`config.mk`:
```
export PLATFORM = sky130hd
export DESIGN_NAME = iq_sched
export DESIGN_NICKNAME = d
export VERILOG_FILES = /design/src/rtl/iq_pkg.sv /design/src/rtl/iq_slot.sv /design/src/rtl/iq_oldest_pick.sv /design/src/rtl/iq_sched.sv
export SDC_FILE = /design/constraint.sdc
export NUM_CORES = 1
export LEC_CHECK = 0
export BUFFER_PORTS_ARGS = -buffer_cell sky130_fd_sc_hd__buf_2
export CORE_UTILIZATION = 35
export DETAILED_ROUTE_END_ITERATION = 8
export PLACE_DENSITY = 0.46
export SYNTH_ARGS = -nofsm -noshare
export SYNTH_HDL_FRONTEND = slang
export SYNTH_HIERARCHICAL = 1
export SYNTH_SLANG_ARGS = --single-unit
```
`constraint.sdc`:
```
create_clock -name clk -period 4.3 [get_ports clk]
set_input_delay 0.86 -clock clk [delete_from_list [all_inputs] [get_ports clk]]
set_output_delay 0.86 -clock clk [all_outputs]
set_load 0.03 [all_outputs]
```
`src/rtl/iq_pkg.sv`:
```
package iq_pkg;
   // Index of each execution port in the port-free vector.
   localparam int PORT_ALU = 0;
   localparam int PORT_AGU = 1;
   localparam int NPORT    = 2;
   // Number of source operands per micro-op.
   localparam int NSRC     = 2;
endpackage

```
`src/rtl/iq_slot.sv`:
```
module iq_slot #(
   parameter int TAG_W = 6,
   parameter int OP_W  = 8,
   parameter int SEQ_W = 5
) (
   input  logic                       clk,
   input  logic                       rst_n,
   input  logic                       wr_en,
   input  logic [SEQ_W-1:0]           wr_seq,
   input  logic [OP_W-1:0]            wr_op,
   input  logic [TAG_W-1:0]           wr_dst,
   input  logic                       wr_mem,
   input  logic [1:0][TAG_W-1:0]      wr_tag,
   input  logic [1:0]                 wr_rdy,
   input  logic                       wb_valid,
   input  logic [TAG_W-1:0]           wb_tag,
   input  logic                       ld_valid,
   input  logic [TAG_W-1:0]           ld_tag,
   input  logic                       kill,
   output logic                       o_valid,
   output logic [SEQ_W-1:0]           o_seq,
   output logic [OP_W-1:0]            o_op,
   output logic [TAG_W-1:0]           o_dst,
   output logic                       o_mem,
   output logic [1:0]                 o_rdy,
   output logic [1:0]                 o_byp
);
   logic                  v_q;
   logic [SEQ_W-1:0]      seq_q;
   logic [OP_W-1:0]       op_q;
   logic [TAG_W-1:0]      dst_q;
   logic                  mem_q;
   logic [1:0][TAG_W-1:0] tag_q;
   logic [1:0]            rdy_q, byp_q;
   logic [1:0]            hit_cur, hit_new;

   for (genvar k = 0; k < 2; k++) begin : g_src
      always_comb begin
         hit_cur[k] = (wb_valid && wb_tag == tag_q[k])  || (ld_valid && ld_tag == tag_q[k]);
         hit_new[k] = (wb_valid && wb_tag == wr_tag[k]) || (ld_valid && ld_tag == wr_tag[k]);
      end
   end

   always_ff @(posedge clk) begin
      if (!rst_n) begin
         v_q   <= 1'b0;
         seq_q <= '0;
         op_q  <= '0;
         dst_q <= '0;
         mem_q <= 1'b0;
         tag_q <= '0;
         rdy_q <= '0;
         byp_q <= '0;
      end else if (wr_en) begin
         v_q   <= 1'b1;
         seq_q <= wr_seq;
         op_q  <= wr_op;
         dst_q <= wr_dst;
         mem_q <= wr_mem;
         tag_q <= wr_tag;
         rdy_q <= wr_rdy | hit_new;
         byp_q <= ~wr_rdy & hit_new;
      end else if (kill) begin
         v_q   <= 1'b0;
         byp_q <= '0;
      end else if (v_q) begin
         rdy_q <= rdy_q | hit_cur;
         byp_q <= ~rdy_q & hit_cur;
      end else begin
         byp_q <= '0;
      end
   end

   assign o_valid = v_q;
   assign o_seq   = seq_q;
   assign o_op    = op_q;
   assign o_dst   = dst_q;
   assign o_mem   = mem_q;
   assign o_rdy   = rdy_q;
   assign o_byp   = byp_q;

   // the top only writes into an empty slot
   p_wr_into_free_r2: assert property (@(posedge clk) disable iff (!rst_n)
      wr_en |-> !v_q);
   // a tag matched during the write cycle is stored ready
   p_same_cycle_wake_r7: assert property (@(posedge clk) disable iff (!rst_n)
      wr_en |=> ((rdy_q & $past(hit_new)) == $past(hit_new)));
   // a bypass mark only ever sits on a ready source
   p_byp_needs_rdy_r8: assert property (@(posedge clk) disable iff (!rst_n)
      (byp_q & ~rdy_q) == 2'b00);
   // a killed slot is empty on the next cycle
   p_kill_clears_r10: assert property (@(posedge clk) disable iff (!rst_n)
      (kill && !wr_en) |=> !v_q);
endmodule

```
`src/rtl/iq_oldest_pick.sv`:
```
module iq_oldest_pick #(
   parameter int N     = 8,
   parameter int SEQ_W = 5
) (
   input  logic                     clk,
   input  logic                     rst_n,
   input  logic [N-1:0]             elig,
   input  logic [N-1:0][SEQ_W-1:0]  seq,
   output logic [N-1:0]             grant
);
   for (genvar i = 0; i < N; i++) begin : g_cand
      logic beaten;
      always_comb begin
         beaten = 1'b0;
         for (int j = 0; j < N; j++) begin
            logic [SEQ_W-1:0] d;
            d = seq[j] - seq[i];
            // j is older than i when j - i is negative modulo 2^SEQ_W
            if (j != i && elig[j] && d[SEQ_W-1]) beaten = 1'b1;
         end
         grant[i] = elig[i] && !beaten;
      end
   end

   // never more than one winner
   p_single_grant_r3: assert property (@(posedge clk) disable iff (!rst_n)
      $onehot0(grant));
   // some eligible entry always wins
   p_some_winner_r4: assert property (@(posedge clk) disable iff (!rst_n)
      (|elig) |-> (|grant));
endmodule

```
`src/rtl/iq_sched.sv`:
```
module iq_sched #(
   parameter int DEPTH = 8,
   parameter int TAG_W = 6,
   parameter int OP_W  = 8,
   parameter int SEQ_W = $clog2(DEPTH) + 2
) (
   input  logic             clk,
   input  logic             rst_n,
   input  logic             alloc_valid,
   output logic             alloc_ready,
   input  logic [OP_W-1:0]  alloc_op,
   input  logic [TAG_W-1:0] alloc_dst,
   input  logic             alloc_is_mem,
   input  logic [TAG_W-1:0] alloc_src0,
   input  logic             alloc_src0_rdy,
   input  logic [TAG_W-1:0] alloc_src1,
   input  logic             alloc_src1_rdy,
   output logic [SEQ_W-1:0] alloc_seq,
   input  logic             wb_valid,
   input  logic [TAG_W-1:0] wb_tag,
   input  logic             ldw_valid,
   input  logic [TAG_W-1:0] ldw_tag,
   input  logic             alu_free,
   input  logic             agu_free,
   input  logic             flush_valid,
   input  logic [SEQ_W-1:0] flush_seq,
   output logic             iss_valid,
   output logic [OP_W-1:0]  iss_op,
   output logic [TAG_W-1:0] iss_dst,
   output logic             iss_is_mem,
   output logic [SEQ_W-1:0] iss_seq,
   output logic [1:0]       iss_src_byp
);
   import iq_pkg::*;

   localparam logic [SEQ_W-1:0] SEQ_ONE = SEQ_W'(1);

   // Elaboration-time parameter checks
   if (DEPTH < 2) begin : g_bad_depth
      $error("iq_sched: DEPTH must be at least 2");
   end
   if (SEQ_W < $clog2(DEPTH) + 2) begin : g_bad_seq
      $error("iq_sched: SEQ_W too small for wrap-safe age compare against a flush boundary");
   end
   if (NSRC != 2) begin : g_bad_nsrc
      $error("iq_sched: two sources per entry expected");
   end

   logic [DEPTH-1:0]            e_v, e_mem, wr_oh, kill, elig, grant;
   logic [DEPTH-1:0][SEQ_W-1:0] e_seq;
   logic [DEPTH-1:0][OP_W-1:0]  e_op;
   logic [DEPTH-1:0][TAG_W-1:0] e_dst;
   logic [DEPTH-1:0][1:0]       e_rdy, e_byp;
   logic [NPORT-1:0]            port_free;
   logic [SEQ_W-1:0]            seq_q;
   logic                        alloc_fire;

   assign port_free[PORT_ALU] = alu_free;
   assign port_free[PORT_AGU] = agu_free;

   assign alloc_ready = !(&e_v) && !flush_valid;
   assign alloc_fire  = alloc_valid && alloc_ready;
   assign alloc_seq   = seq_q;

   // Lowest free slot receives the allocation.
   always_comb begin
      logic found;
      found = 1'b0;
      wr_oh = '0;
      for (int i = 0; i < DEPTH; i++) begin
         if (!e_v[i] && !found) begin
            wr_oh[i] = alloc_fire;
            found    = 1'b1;
         end
      end
   end

   for (genvar i = 0; i < DEPTH; i++) begin : g_ent
      logic [SEQ_W-1:0] fdist;
      logic             younger;
      assign fdist   = e_seq[i] - flush_seq;
      assign younger = !fdist[SEQ_W-1] && (fdist != '0);
      assign kill[i] = grant[i] || (flush_valid && e_v[i] && younger);
      assign elig[i] = e_v[i] && (&e_rdy[i]) && !flush_valid
                       && port_free[e_mem[i] ? PORT_AGU : PORT_ALU];

      iq_slot #(.TAG_W(TAG_W), .OP_W(OP_W), .SEQ_W(SEQ_W)) u_slot (
         .clk      (clk),
         .rst_n    (rst_n),
         .wr_en    (wr_oh[i]),
         .wr_seq   (seq_q),
         .wr_op    (alloc_op),
         .wr_dst   (alloc_dst),
         .wr_mem   (alloc_is_mem),
         .wr_tag   ({alloc_src1, alloc_src0}),
         .wr_rdy   ({alloc_src1_rdy, alloc_src0_rdy}),
         .wb_valid (wb_valid),
         .wb_tag   (wb_tag),
         .ld_valid (ldw_valid),
         .ld_tag   (ldw_tag),
         .kill     (kill[i]),
         .o_valid  (e_v[i]),
         .o_seq    (e_seq[i]),
         .o_op     (e_op[i]),
         .o_dst    (e_dst[i]),
         .o_mem    (e_mem[i]),
         .o_rdy    (e_rdy[i]),
         .o_byp    (e_byp[i])
      );
   end

   iq_oldest_pick #(.N(DEPTH), .SEQ_W(SEQ_W)) u_pick (
      .clk   (clk),
      .rst_n (rst_n),
      .elig  (elig),
      .seq   (e_seq),
      .grant (grant)
   );

   always_comb begin
      iss_op      = '0;
      iss_dst     = '0;
      iss_is_mem  = 1'b0;
      iss_seq     = '0;
      iss_src_byp = '0;
      for (int i = 0; i < DEPTH; i++) begin
         iss_op      |= {OP_W{grant[i]}}  & e_op[i];
         iss_dst     |= {TAG_W{grant[i]}} & e_dst[i];
         iss_is_mem  |= grant[i] & e_mem[i];
         iss_seq     |= {SEQ_W{grant[i]}} & e_seq[i];
         iss_src_byp |= {2{grant[i]}}     & e_byp[i];
      end
   end
   assign iss_valid = |grant;

   always_ff @(posedge clk) begin
      if (!rst_n)           seq_q <= '0;
      else if (flush_valid) seq_q <= flush_seq + SEQ_ONE;
      else if (alloc_fire)  seq_q <= seq_q + SEQ_ONE;
   end

   // an allocation without an issue grows the occupancy by one
   p_alloc_grows_r2: assert property (@(posedge clk) disable iff (!rst_n)
      (alloc_fire && !iss_valid) |=> ($countones(e_v) == $past($countones(e_v)) + 1));
   // a flush cycle never issues
   p_flush_no_issue_r9: assert property (@(posedge clk) disable iff (!rst_n)
      flush_valid |-> !iss_valid);
   // an issue without an allocation shrinks the occupancy by one
   p_issue_leaves_r10: assert property (@(posedge clk) disable iff (!rst_n)
      (iss_valid && !alloc_fire) |=> ($countones(e_v) + 1 == $past($countones(e_v))));
   // the issued micro-op's port was free
   p_port_free_r5: assert property (@(posedge clk) disable iff (!rst_n)
      iss_valid |-> (iss_is_mem ? agu_free : alu_free));
endmodule

```
# == Word-level counts from Yosys, hierarchy flattened ==
# Cells that the tools add are included.
# word_totals
register_bits,301
inputBits,54
output_inout_bits,29
elab_cells,719
# classes
add_sub_neg,66
magnitude_cmp,8
eq_ne,44
n_mux,169
bitwise,102
reduce_logical,257
# ops
cell,n
subtractor 5 bit,64
== test 6 bit,36
logical AND 1 bit,157
two-way mux 1 bit,119
two-way mux 2 bit,48
bitwise AND 8 bit,8
bitwise OR 8 bit,7
bitwise AND 6 bit,8
bitwise OR 6 bit,7
bitwise AND 5 bit,8
nonzero test 5 bit,8
bitwise OR 5 bit,7
bitwise AND 2 bit,17
nonzero test 2 bit,17
bitwise OR 2 bit,16
AND reduction 2 bit,16
zero test 1 bit,31
logical OR 1 bit,26
NOT 2 bit,9
"less-than comparator 1 x 2 -> 1 bit, second input constant",8
"inequality test 2 x 1 -> 1 bit, second input constant",8
"adder 5 x 1 -> 5 bit, second input constant",2
two-way mux 5 bit,2
bitwise AND 1 bit,8
other kinds (3),9

# == Depth between registers and ports, before layout ==
# logic_depth
ltp_word,23
depth_mapped,17

# == By module ==
# The synthesis kept the hierarchy.
# by_module_without_submodules
module,n_inst,cells_per_inst,area_each_um2,seq_area_each_um2
iq_slot,8,199,2021.9,740.7
iq_oldest_pick,1,628,5077.4,0.0
iq_sched,1,392,2964.1,100.1

# == Worst setup path after synthesis ==
# Ideal clock, no wire load.
# synth_path
path_type,input -> output
from,input port flush_valid
to,output port iss_dst[1]
arrival_time_ns,3.211
t_required_ns,3.440
slack_ns,0.229
path_stages,14
path_buffers,4
path_cell_list,inv_1 -> clkbuf_1 -> nand4_1 -> nor2_1 -> clkbuf_1 -> inv_1 -> or2_2 -> mux2i_1 -> a2111o_1 -> and4b_1 -> buf_2 -> clkbuf_1 -> a22oi_1 -> nand4_1
# synth_via
word_cells_on_any_way,160
cone_classes,mux: 56; bitwise: 15; reduce/logical: 89
# synth_lines
item,line,source
"start, declared",iq_sched.sv:25,"input logic flush_valid,"
zero test 1 bit,iq_sched.sv:84,assign elig[i] = e_v[i] && (&e_rdy[i]) && !flush_valid
logical AND 1 bit,iq_sched.sv:84,
logical AND 1 bit,iq_sched.sv:85,&& port_free[e_mem[i] ? PORT_AGU : PORT_ALU];
net elig[6],iq_sched.sv:49,"logic [DEPTH-1:0] e_v, e_mem, wr_oh, kill, elig, grant;"
logical AND 1 bit,iq_oldest_pick.sv:19,if (j != i && elig[j] && d[SEQ_W-1]) beaten = 1'b1;
two-way mux 1 bit (2 in series),iq_oldest_pick.sv:19,
zero test 1 bit,iq_oldest_pick.sv:21,grant[i] = elig[i] && !beaten;
logical AND 1 bit,iq_oldest_pick.sv:21,
net grant[1],iq_sched.sv:49,
bitwise AND 6 bit,iq_sched.sv:128,iss_dst |= {TAG_W{grant[i]}} & e_dst[i];
bitwise OR 6 bit (7 in series),iq_sched.sv:128,
"end, declared",iq_sched.sv:29,"output logic [TAG_W-1:0] iss_dst,"
# The timed path passes the listed nets, and every way through them passes these cells.

# == Worst setup path after layout ==
# layout_path
from,register g_ent[5].u_slot.seq_q[1]
to,output port iss_op[1]
# layout_via
elab_chain_len,15
word_cells_on_any_way,85
cone_classes,add/sub: 14; mux: 26; bitwise: 15; reduce/logical: 30
# layout_lines
item,line,source
"start, declared",iq_slot.sv:29,logic [SEQ_W-1:0] seq_q;
"start signal, assigned",iq_slot.sv:56,seq_q <= wr_seq;
subtractor 5 bit,iq_oldest_pick.sv:17,d = seq[j] - seq[i];
logical AND 1 bit,iq_oldest_pick.sv:19,
two-way mux 1 bit (6 in series),iq_oldest_pick.sv:19,
two-way mux 1 bit *,iq_oldest_pick.sv:19,
zero test 1 bit *,iq_oldest_pick.sv:21,
logical AND 1 bit *,iq_oldest_pick.sv:21,
net grant[5],iq_sched.sv:49,
bitwise AND 8 bit *,iq_sched.sv:127,iss_op |= {OP_W{grant[i]}} & e_op[i];
bitwise OR 8 bit * (3 in series),iq_sched.sv:127,
"end, declared",iq_sched.sv:28,"output logic [OP_W-1:0] iss_op,"
# The timed path passes the listed nets; every way through them passes the cells marked *.

==> metrics list <==
* Max Root-Sink Buffers: 3
* Antenna Nets Post-Route: 0
- Transition time at the pin with the least slew margin: 0.940 ns
- The synthesized netlist contains 58 unique library cells.
- Number of sinks on the clock net: 301
- For the worst setup path, the data required time is 3.44 ns.
- The number of global-route vias before repair is 21000.
* Data arrival time of the worst path: 3.53 ns
* Fraction of synthesis flops using an asynchronous set or reset pin: 0%
- Slew Limit Fails: 0
- Once detailed placement completed, the half-perimeter wirelength came to 66000 microns.
- Starting density of the core: 35.3%
* Sequential Power Share: 39.9%
- TritonCTS built the clock tree.
- Slowest cell on the critical path: sky130_fd_sc_hd__dfxtp_4
- Part of the power in the clock network: 46.0%
- In this run the vertical extent of the chip is 265 microns.
- The largest single stage delay on the critical path is 0.40 ns.
* Port bufs: 82
- Setup crit end kind: output port
- Largest delay share family, worst path: buffers and inverters
- Layout Area Growth over Synthesis: 27.2%
- Hold-fix buffers, CTS: 0
- The die covers 0.0702 sq mm.
* Final instance area: 0.0308 sq mm
- Setup repair after global routing could not meet its margin everywhere.
* Switch share: 28.7%
- Post-synth EDFFs: 0
- The initial antenna violation count is 6.
* Diodes inserted: 0
- VDD IR-drop max: 0.275 mV
- From left edge to right edge, the die measures 265 microns.
- Hold timing on the final database bottoms out at a slack of 0.513 ns.
- Static leakage: 10.8 nW
- Combined area of all synthesized cells: 0.0242 sq mm
- Largest net degree at the start of global routing: 141
* Path type of the worst min-delay path: flop to flop
- After layout, the worst path uses 102% of the clock period.
- By instance count, the cell type seen most on the critical path is sky130_fd_sc_hd__buf_6.
* Most common flop cell mapped by yosys: sky130_fd_sc_hd__dfxtp_1
* Busiest layer in global routing: met2
- The placed instances occupy a cell area of 0.0264 sq mm.
- H-tree Lvls: 2
- Final WS setup: -0.0862 ns
- After the last flow step, the layout net total stands at 3093.
- In the global route stage, overall resource usage came out at 27.2%.
* Power consumption: 7.17 mW
- The signal on the critical path passes through clkinvlp_4 > buf_6 > buf_4 > ha_1 > a2111oi_4 > nor3_2 > xor2_1 > o22ai_2 > nor4_4 > buf_6 > buf_8 > a22oi_2 > nand4_1 > buf_6.
- Root buf cell: sky130_fd_sc_hd__clkbuf_16
- Power spread over the standard cell area amounts to 233 mW/mm^2.
- Worst clock skew: 0.0277 ns
- For this run, design rule violations remaining after detail routing come to 0.
- GR Layer Usage met1: 36.5%
- Failing checks: setup timing
* Reported net switching power: 2.06 mW
- GR Layer Usage met3: 2.86%
- In this run the worst path has a maximum fanout of 5.
* Total count of hold-check failures in the final report: 0
- Internal power comes to 5.11 mW.
* Core footprint: 0.0686 sq mm
- The flow ran to the end, but the final reports show violations.
- Detailed routing inserted a total of 20800 vias.
- Share of synthesized area occupied by flip-flops and latches: 24.9%
* Site row count: 96
- Net count after synthesis: 2875
- Clock tree synthesis inserted a total of 38 buffers.
- Number of detailed-routing iterations run before antenna repair: 5
- Final setup violating endpoints: 8
- YS warnings: 6
- Critical path startpoint category: flop
- Met2 Track Usage GR: 45.6%
- Wire length of the first global-routing pass: 143000 microns
- Fraction of layout cells with a size suffix above 1: 25.4%
- Critical path buffers and inverters: 6
* Average size of a mapped cell: 9.27 sq um
- GP Congestion: 0.872
* Synthesized flop and latch total: 301
* # Max-Cap Violations: 0
* Clock transition at the registers of the reported paths: 0.06 ns
* Drt via density: 5.49
- Violation count after the first detailed-route iteration: 1148
- The worst setup path is of the flop to output port kind.
- 83 I/O pins were placed.
- Static timing analysis puts the maximum clock frequency at 228 MHz.
- Gate power share: 14.1%
- Clock latency on the worst-skew pair: 0.59 ns
- After detailed routing, the average wire length per cell comes to 25.9 microns.
* Tmin final: 4.39 ns
- Worst slew margin relative to its limit: 36.8%
* Synthesized instance count: 2612
- After global routing the overflow that remains totals 0.
- The routed design has 98100 microns of wire.
final timing paths:
path | slack [ns] | endpoint | startpoint | cells past startpoint
hold / removal | 0.51 | g_ent[7].u_slot/o_byp[1] | g_ent[7].u_slot/o_rdy[1] | 1
hold reg to reg | 0.51 | g_ent[7].u_slot/o_byp[1] | g_ent[7].u_slot/o_rdy[1] | 1
setup reg to reg | 0.32 | g_ent[1].u_slot/o_byp[0] | g_ent[1].u_slot/o_seq[1] | 17
setup / recovery | -0.09 | iss_op[1] | g_ent[5].u_slot/o_seq[1] | 14
through the flow:
stage | utilization, % | cells | setup TNS [ns] | setup slack, ns
2_1_floorplan | - | 2612 | 0 | 0.229
3_3_place_gp | 38.6 | 3648 | -4.49 | -0.406
3_5_place_dp | 38.6 | 3648 | -6.05 | -0.414
4_1_cts | 43.8 | 3770 | -0.533 | -0.0767
5_1_grt | 44.9 | 3785 | -1.44 | -0.117
6_report | 44.9 | 3785 | -0.246 | -0.0862
cell usage in the layout, fill, tap and decap left out, types with 19 or more instances in the layout:
master and count:
sky130_fd_sc_hd__clkbuf_16 40, sky130_fd_sc_hd__nand4_1 96, sky130_fd_sc_hd__a22oi_2 42, sky130_fd_sc_hd__dfxtp_2 19
sky130_fd_sc_hd__dfxtp_1 271, sky130_fd_sc_hd__inv_1 68, sky130_fd_sc_hd__ha_1 149, sky130_fd_sc_hd__nand2b_1 65
sky130_fd_sc_hd__nor3_1 29, sky130_fd_sc_hd__buf_4 178, sky130_fd_sc_hd__a2111oi_4 19, sky130_fd_sc_hd__xnor2_1 231
sky130_fd_sc_hd__buf_12 38, sky130_fd_sc_hd__buf_2 58, sky130_fd_sc_hd__buf_6 55, sky130_fd_sc_hd__nor2b_1 264
sky130_fd_sc_hd__nor4_1 49, sky130_fd_sc_hd__nand2_1 44, sky130_fd_sc_hd__ha_4 42, sky130_fd_sc_hd__mux2i_1 273
sky130_fd_sc_hd__nor2_1 60, sky130_fd_sc_hd__o21ai_0 36, sky130_fd_sc_hd__a22oi_1 55, sky130_fd_sc_hd__xor2_1 244
sky130_fd_sc_hd__clkinvlp_4 20, sky130_fd_sc_hd__a21oi_1 46
layer usage:
layer	vias up	share of wire (%)
li1	9671	-
met1	10300	45
met2	605	47
met3	159	4.8
met4	0	3.1
met5	-	0
Yosys cell counts, types with 3 or more instances:
| cell | count | share of area (%) |
|---|---|---|
| sky130_fd_sc_hd__o2111ai_1 | 16 | 0.58 |
| sky130_fd_sc_hd__nand2b_1 | 65 | 1.7 |
| sky130_fd_sc_hd__a2111oi_0 | 44 | 1.6 |
| sky130_fd_sc_hd__a21o_1 | 9 | 0.28 |
| sky130_fd_sc_hd__nor2_1 | 67 | 1.0 |
| sky130_fd_sc_hd__nor4b_1 | 8 | 0.29 |
| sky130_fd_sc_hd__nor4_2 | 17 | 0.88 |
| sky130_fd_sc_hd__o41ai_1 | 16 | 0.58 |
| sky130_fd_sc_hd__fa_1 | 8 | 0.66 |
| sky130_fd_sc_hd__buf_4 | 7 | 0.22 |
| sky130_fd_sc_hd__nand3_1 | 3 | 0.062 |
| sky130_fd_sc_hd__buf_2 | 52 | 1.1 |
| sky130_fd_sc_hd__a211oi_1 | 27 | 0.84 |
| sky130_fd_sc_hd__a22o_1 | 3 | 0.11 |
| sky130_fd_sc_hd__or2_2 | 4 | 0.10 |
| sky130_fd_sc_hd__inv_1 | 93 | 1.4 |
| sky130_fd_sc_hd__a22oi_1 | 97 | 3.0 |
| sky130_fd_sc_hd__o41ai_2 | 16 | 1.1 |
| sky130_fd_sc_hd__a21oi_1 | 56 | 1.2 |
| sky130_fd_sc_hd__xor2_1 | 244 | 8.8 |
| sky130_fd_sc_hd__xnor2_1 | 244 | 8.8 |
| sky130_fd_sc_hd__o21a_1 | 10 | 0.31 |
| sky130_fd_sc_hd__buf_6 | 43 | 2.0 |
| sky130_fd_sc_hd__nor3_1 | 47 | 0.97 |
| sky130_fd_sc_hd__o21bai_1 | 23 | 0.71 |
| sky130_fd_sc_hd__nand2_1 | 45 | 0.70 |
| sky130_fd_sc_hd__and4b_1 | 3 | 0.12 |
| sky130_fd_sc_hd__o21ai_0 | 52 | 1.1 |
| sky130_fd_sc_hd__a31oi_1 | 4 | 0.10 |
| sky130_fd_sc_hd__a2111o_1 | 4 | 0.19 |
| sky130_fd_sc_hd__mux2i_1 | 274 | 11 |
| sky130_fd_sc_hd__nand4_1 | 96 | 2.5 |
| sky130_fd_sc_hd__nand3b_1 | 8 | 0.25 |
| sky130_fd_sc_hd__clkbuf_1 | 61 | 0.95 |
| sky130_fd_sc_hd__dfxtp_1 | 301 | 25 |
| sky130_fd_sc_hd__nor2b_1 | 264 | 6.8 |
| sky130_fd_sc_hd__o21bai_2 | 3 | 0.14 |
| sky130_fd_sc_hd__nor4_1 | 51 | 1.3 |
| sky130_fd_sc_hd__ha_1 | 201 | 10 |
power groups by stage:
stage                     combinational [mW]  clock [mW]  sequential [mW]
after floorplan                        0.585           0             2.91
after global placement                 0.945           0             2.92
after detailed placement               0.961           0             2.92
after CTS                              0.995        3.39             2.86
after global routing                    1.08        3.49             2.86
final                                   1.01        3.30             2.86
repair_timing:
item | 4_1_cts | 5_1_grt
cloned | 10 | 2
pin swaps | 82 | 75
setup buffers | 51 | 19
setup endpoints to repair | 23 | 23
gates resized for setup | 332 | 147
final cells by class:
| type | instances | area, sq um |
|---|---|---|
| Clock buffer | 49 | 1030 |
| Clock inverter | 15 | 223 |
| Fill cell | 6581 | 37800 |
| Inverter | 93 | 427 |
| Multi-Input combinational cell | 2054 | 18600 |
| Sequential cell | 301 | 6090 |
| Tap cell | 931 | 1160 |
| Timing Repair Buffer | 342 | 3310 |
cells by family (layout without fill, tap and decap cells):
| family | count (synthesis) | in the layout | share of synthesized area [%] |
|---|---|---|---|
| muxes | 275 | 275 | 11.4 |
| buffers and inverters | 257 | 499 | 5.69 |
| adders and majority gates | 209 | 209 | 11.0 |
| DFF | 301 | 301 | 24.9 |
| AOI/OAI and AO/OA | 391 | 391 | 12.2 |
| xor gates and xnor gates | 488 | 488 | 17.6 |
| and+or+nand+nor | 691 | 691 | 17.1 |
registers in the layout (all words and copies together), names as in the netlist:
signal and count:
g_ent.u_slot/o_dst 48, g_ent.u_slot/o_valid 8, g_ent.u_slot/tag_q 96, g_ent.u_slot/o_seq 40, alloc_seq 5, g_ent.u_slot/o_op 64
g_ent.u_slot/o_mem 8, g_ent.u_slot/o_byp 16, g_ent.u_slot/o_rdy 16
(Power assumes the default switching activity.)
